File: src/rtl/temp_conv_pkg.sv
package temp_conv_pkg;

    localparam int TEMP_W    = 12;
    localparam int RES_CODES = 4;
    localparam int DROP_MAX  = 3;

    typedef struct packed {
        logic       one_shot;
        logic [1:0] res;
        logic [3:0] spare;
        logic       sd;
    } cfg_t;

    typedef enum logic [0:0] {
        ST_IDLE = 1'b0,
        ST_CONV = 1'b1
    } seq_state_e;

    function automatic logic [1:0] drop_count(logic [1:0] res);
        return 2'd3 - res;
    endfunction

endpackage

File: src/rtl/temp_cfg_reg.sv
module temp_cfg_reg
    import temp_conv_pkg::*;
(
    input  logic       clk,
    input  logic       rst,
    input  logic       wr,
    input  cfg_t       wdata,
    output cfg_t       cfg_q,
    output logic       os_req,
    output logic [1:0] os_res
);

    cfg_t stored_val;

    always_comb begin
        stored_val          = wdata;
        stored_val.one_shot = 1'b0;
    end

    always_ff @(posedge clk) begin
        if (rst) begin
            cfg_q <= '0;
        end else if (wr) begin
            cfg_q <= stored_val;
        end
    end

    assign os_req = wr & wdata.one_shot;
    assign os_res = wdata.res;

endmodule

File: src/rtl/temp_seq_ctrl.sv
module temp_seq_ctrl
    import temp_conv_pkg::*;
#(
    parameter int TICKS_PER_UNIT = 8
) (
    input  logic       clk,
    input  logic       rst,
    input  logic       sd,
    input  logic [1:0] cur_res,
    input  logic       os_req,
    input  logic [1:0] os_res,
    output logic       finish,
    output logic [1:0] res_lat
);

    localparam int MAX_TICKS = TICKS_PER_UNIT << (RES_CODES - 1);
    localparam int CNT_W     = $clog2(MAX_TICKS);

    seq_state_e       state_q;
    logic [CNT_W-1:0] cnt_q;
    logic [1:0]       res_q;
    logic [CNT_W-1:0] end_tab [RES_CODES];

    for (genvar g = 0; g < RES_CODES; g++) begin : g_end
        assign end_tab[g] = CNT_W'(TICKS_PER_UNIT * (1 << g) - 1);
    end

    assign finish  = (state_q == ST_CONV) && (cnt_q == end_tab[res_q]);
    assign res_lat = res_q;

    always_ff @(posedge clk) begin
        if (rst) begin
            state_q <= ST_CONV;
            cnt_q   <= '0;
            res_q   <= 2'd0;
        end else begin
            unique case (state_q)
                ST_CONV: begin
                    if (finish) begin
                        cnt_q <= '0;
                        if (sd) begin
                            state_q <= ST_IDLE;
                        end else begin
                            res_q <= cur_res;
                        end
                    end else begin
                        cnt_q <= cnt_q + 1'b1;
                    end
                end
                ST_IDLE: begin
                    if (os_req) begin
                        state_q <= ST_CONV;
                        cnt_q   <= '0;
                        res_q   <= os_res;
                    end else if (!sd) begin
                        state_q <= ST_CONV;
                        cnt_q   <= '0;
                        res_q   <= cur_res;
                    end
                end
                default: state_q <= ST_IDLE;
            endcase
        end
    end

endmodule

File: src/rtl/temp_result_reg.sv
module temp_result_reg
    import temp_conv_pkg::*;
#(
    parameter int WIDTH = TEMP_W
) (
    input  logic             clk,
    input  logic             rst,
    input  logic             finish,
    input  logic [1:0]       res_lat,
    input  logic [WIDTH-1:0] sample,
    output logic [WIDTH-1:0] temp_q,
    output logic             done_q
);

    logic [1:0]       drop;
    logic [WIDTH-1:0] keep;
    logic [WIDTH-1:0] masked;

    assign drop = drop_count(res_lat);

    for (genvar i = 0; i < WIDTH; i++) begin : g_keep
        if (i < DROP_MAX) begin : g_low
            assign keep[i] = (2'(i) >= drop);
        end else begin : g_high
            assign keep[i] = 1'b1;
        end
    end

    assign masked = sample & keep;

    always_ff @(posedge clk) begin
        if (rst) begin
            temp_q <= '0;
            done_q <= 1'b0;
        end else begin
            done_q <= finish;
            if (finish) begin
                temp_q <= masked;
            end
        end
    end

endmodule

File: src/rtl/temp_conv_seq.sv
module temp_conv_seq
    import temp_conv_pkg::*;
#(
    parameter int TICKS_PER_UNIT = 8,
    parameter int SAMPLE_W       = TEMP_W
) (
    input  logic                clk,
    input  logic                rst,
    input  logic                cfg_wr,
    input  logic [7:0]          cfg_wdata,
    input  logic [SAMPLE_W-1:0] adc_sample,
    output logic [SAMPLE_W-1:0] temp_word,
    output logic                conv_done,
    output logic [7:0]          cfg_rdata
);

    cfg_t       wcfg;
    cfg_t       cfg_q;
    logic       os_req;
    logic [1:0] os_res;
    logic       finish;
    logic [1:0] res_lat;

    assign wcfg = cfg_wdata;

    temp_cfg_reg u_cfg (
        .clk    (clk),
        .rst    (rst),
        .wr     (cfg_wr),
        .wdata  (wcfg),
        .cfg_q  (cfg_q),
        .os_req (os_req),
        .os_res (os_res)
    );

    temp_seq_ctrl #(
        .TICKS_PER_UNIT (TICKS_PER_UNIT)
    ) u_ctrl (
        .clk     (clk),
        .rst     (rst),
        .sd      (cfg_q.sd),
        .cur_res (cfg_q.res),
        .os_req  (os_req),
        .os_res  (os_res),
        .finish  (finish),
        .res_lat (res_lat)
    );

    temp_result_reg #(
        .WIDTH (SAMPLE_W)
    ) u_res (
        .clk     (clk),
        .rst     (rst),
        .finish  (finish),
        .res_lat (res_lat),
        .sample  (adc_sample),
        .temp_q  (temp_word),
        .done_q  (conv_done)
    );

    assign cfg_rdata = cfg_q;

endmodule

File: config.mk
export PLATFORM = sky130hd
export DESIGN_NAME = temp_conv_seq
export DESIGN_NICKNAME = d
export VERILOG_FILES = /design/src/rtl/temp_conv_pkg.sv /design/src/rtl/temp_cfg_reg.sv /design/src/rtl/temp_seq_ctrl.sv /design/src/rtl/temp_result_reg.sv /design/src/rtl/temp_conv_seq.sv
export SDC_FILE = /design/constraint.sdc
export NUM_CORES = 1
export LEC_CHECK = 0
export CAP_MARGIN = 20
export CORE_ASPECT_RATIO = 0.6
export CORE_MARGIN = 2
export CORE_UTILIZATION = 41
export DETAILED_ROUTE_END_ITERATION = 8
export PLACE_DENSITY_LB_ADDON = 0.05
export RECOVER_POWER = 100
export SLEW_MARGIN = 20
export SYNTH_ARGS = -nofsm -noshare
export SYNTH_HDL_FRONTEND = slang
export SYNTH_HIERARCHICAL = 1
export SYNTH_SLANG_ARGS = --single-unit
File: constraint.sdc
create_clock -name clk -period 3.2 [get_ports clk]
set_input_delay 0.32 -clock clk [delete_from_list [all_inputs] [get_ports clk]]
set_output_delay 0.32 -clock clk [all_outputs]
set_load 0.02 [all_outputs]
==> impl_metrics.env <==
export IMPL_setup_tns_ps=0
export IMPL_relSlewSlack=0.559
export IMPL_core_area_sq_um=3200
export IMPL_utilization=0.570
export IMPL_cellPowerDensity_nw_per_um2=430
export IMPL_ctsHoldBuffers=0
export IMPL_crit_end="u_res/temp_q[4]"
export IMPL_synth_compound_area_frac=0.140
export IMPL_arrival_ps=2260
export IMPL_max_slew_worst_pin_slew_ps=660
export IMPL_clock_skew_final_ps=3.20
export IMPL_cts_max_path_buffers=2
export IMPL_wl_per_cell_um=13.0
export IMPL_path_class="flip-flop to flip-flop"
export IMPL_cp_startpoint="u_ctrl/res_lat[1]"
export IMPL_holdWs_ps=474
export IMPL_synth_mux_area_frac=0.119
export IMPL_synth_top_area_cell="dfxtp_1"
export IMPL_dp_hpwl_um=2040
export IMPL_p_leak_nw=0.719
export IMPL_r2r_end="u_res/temp_q[4]"
export IMPL_use_met2=0.256
export IMPL_syn_cell_area_sq_um=1350
export IMPL_insertedDiodeCount=0
export IMPL_synth_top_area_share=0.430
export IMPL_synth_distinct_cells=40
export IMPL_synth_area_leaders="dfxtp_1, mux2i_1, nor2_1, nand2_1, a21oi_1"
export IMPL_globalRouteOverflowTotal=0
export IMPL_fin_crit_ps=2120
export IMPL_drv_cap=0
export IMPL_grt_max_degree=30
export IMPL_vias=1114
export IMPL_timing_rr_start="u_ctrl/res_lat[1]"
export IMPL_post_cts_buffers=0
export IMPL_design_area_sq_um=1830
export IMPL_synth_ff_type="dfxtp_1"
export IMPL_portBuffers=42
export IMPL_cp_start_kind="flip-flop"
export IMPL_synth_simple_gate_area_frac=0.218
export IMPL_drc=0
export IMPL_crit_path_end_kind="flip-flop"
export IMPL_syn_to_final_growth_pct=35.2
export IMPL_path_cells="nor4bb_1 > nor4b_4 > nor3b_1 > buf_4 > mux2i_1 > nor2_1"
export IMPL_clock_latency_ps=270
export IMPL_cts_max_level=2
export IMPL_dieArea_sq_um=3780
export IMPL_grtUsageTotal=0.170
export IMPL_setup_viol=0
export IMPL_drt_iter0_drc=79
export IMPL_post_route_period_util=0.662
export IMPL_grt_pass1_vias=1042
export IMPL_dieHeight_um=48.5
export IMPL_synth_fa_ha_area_frac=0.00927
export IMPL_max_freq_mhz=472
export IMPL_grt_util_met1=0.243
export IMPL_ys_seq_elements=29
export IMPL_cts_root_buffer_cell="clkbuf_8"
export IMPL_initial_core_util=0.421
export IMPL_io_pins=44
export IMPL_worst_r2r_setup_slack_ps=1080
export IMPL_synth_xor_area_frac=0
export IMPL_crit_path_top_delay_cell="nor4bb_1"
export IMPL_syn_instance_count=141
export IMPL_slew_violations=0
export IMPL_synth_warnings=6
export IMPL_grt_pass1_wl_um=5040
export IMPL_final_antenna_net_count=0
export IMPL_power_uw=785
export IMPL_drive_gt1_frac=0.0824
export IMPL_synth_avg_cell_area_sq_um=9.57
export IMPL_first_pass_iters=4
export IMPL_cts_resized=0
export IMPL_place_congestion=0.769
export IMPL_synth_most_common_cell="dfxtp_1"
export IMPL_status="finished clean"
export IMPL_core_rowCount=16
export IMPL_hold_viol=0
export IMPL_slowest_delay_ps=560
export IMPL_vdd_drop_max_uv=212
export IMPL_synth_commonest_cells="dfxtp_1, nor2_1, mux2i_1, nand2_1, a21oi_1"
export IMPL_clkTransAtPathRegs_ps=60
export IMPL_reg2reg_depth=6
export IMPL_required_ps=3340
export IMPL_die_w_um=78.1
export IMPL_synth_async_reset_ratio=0
export IMPL_grt_antenna_before_repair=0
export IMPL_clock_sinks=29
export IMPL_cts_tree="done"
export IMPL_hold_class="flip-flop to flip-flop"
export IMPL_cts_made_buffers=5
export IMPL_routed_wl_um=2960
export IMPL_layout_nets=205
export IMPL_grt_busiest_layer="met2"
export IMPL_cp_max_fo=16
export IMPL_use_met3=0.0578
export IMPL_yosysSeqAreaShare=0.430
export IMPL_rsz0062_at_grt="false"
export IMPL_syn_num_nets=165
export IMPL_synth_top_family_by_area="simple AND/OR/NAND/NOR gates"
export IMPL_viasPerCell=4.91
export IMPL_synth_edff_count=0
export IMPL_post_dp_cell_area_sq_um=1740
[layer usage]
| metal | up-vias | wire length [um] |
|---|---|---|
| met1 | 504 | 1610 |
| li1 | 572 | - |
| met2 | 35 | 1170 |
| met5 | - | 0 |
| met3 | 3 | 162 |
| met4 | 0 | 19 |
[kinds of logic (layout without fill, tap and decap cells)]
kind of cell	Yosys count	count (layout)
buffers and inverters	14	55
muxes	16	16
AOI/OAI and AO/OA	25	25
DFF	29	29
and+or+nand+nor	55	55
other	1	1
adders and majority gates	1	1
[report_power, final]
group	total (mW)	leakage, nW	switching, mW	internal [mW]
Sequential	0.378	0.236	0.00760	0.370
Clock	0.330	0.0542	0.136	0.194
Combinational	0.0770	0.429	0.0335	0.0434
Total	0.785	0.719	0.177	0.608
[final cells by class]
cell class                      count  area, sq um
Fill cell                         285         1380
Multi-Input combinational cell     98          649
Sequential cell                    29          581
Timing Repair Buffer               43          423
Clock buffer                        7         96.3
Tap cell                           45         56.3
Inverter                            4         15.0
Clock inverter                      1         5.00
[flip-flops by register name, indices dropped and copies added, names as in the netlist]
signal / flops
u_ctrl/state_q: 1
u_cfg/cfg_q: 7
u_res/done_q: 1
u_ctrl/cnt_q: 6
u_res/temp_q: 12
u_ctrl/res_lat: 2
[critical path, delay by kind of cell, from the launching register on]
kind / cells / cell delay [ps]
buffers and inverters: 1 / 280
multiplexers: 1 / 250
AND/OR/NAND/NOR: 4 / 990
flip-flops: 1 / 460
[layout by cell type (no fill, tap or decap), types with 2 or more instances in the layout]
master	count
dfxtp_1	29
dlygate4sd3_1	21
nor2_1	21
clkdlybuf4s50_1	20
mux2i_1	16
nand2_1	11
a21oi_1	8
clkbuf_8	7
o21ai_0	4
nand2b_1	4
inv_1	4
o211ai_1	4
nor3b_1	2
nand3_1	2
o221ai_1	2
a221oi_1	2
nor2b_1	2
[worst min-delay path by stage]
stage                     from              end  slack [ps]  depth (start not counted)
6_report       u_res/temp_q[0]  u_res/temp_q[0]         470                          2
5_1_grt        u_res/temp_q[0]  u_res/temp_q[0]         490                          2
4_1_cts        u_res/temp_q[0]  u_res/temp_q[0]         480                          2
2_1_floorplan              rst  u_res/temp_q[1]         390                          1
3_5_place_dp   u_res/temp_q[0]  u_res/temp_q[0]         470                          2
3_3_place_gp   u_res/temp_q[1]  u_res/temp_q[1]         460                          2
[through the flow]
| step | setup WS [ps] | instances |
|---|---|---|
| 2_1_floorplan | 1320 | 141 |
| 3_3_place_gp | 1020 | 219 |
| 3_5_place_dp | 962 | 219 |
| 4_1_cts | 1100 | 227 |
| 5_1_grt | 932 | 227 |
| 6_report | 1080 | 227 |
No activity file was read; power rests on OpenSTA's default activity.
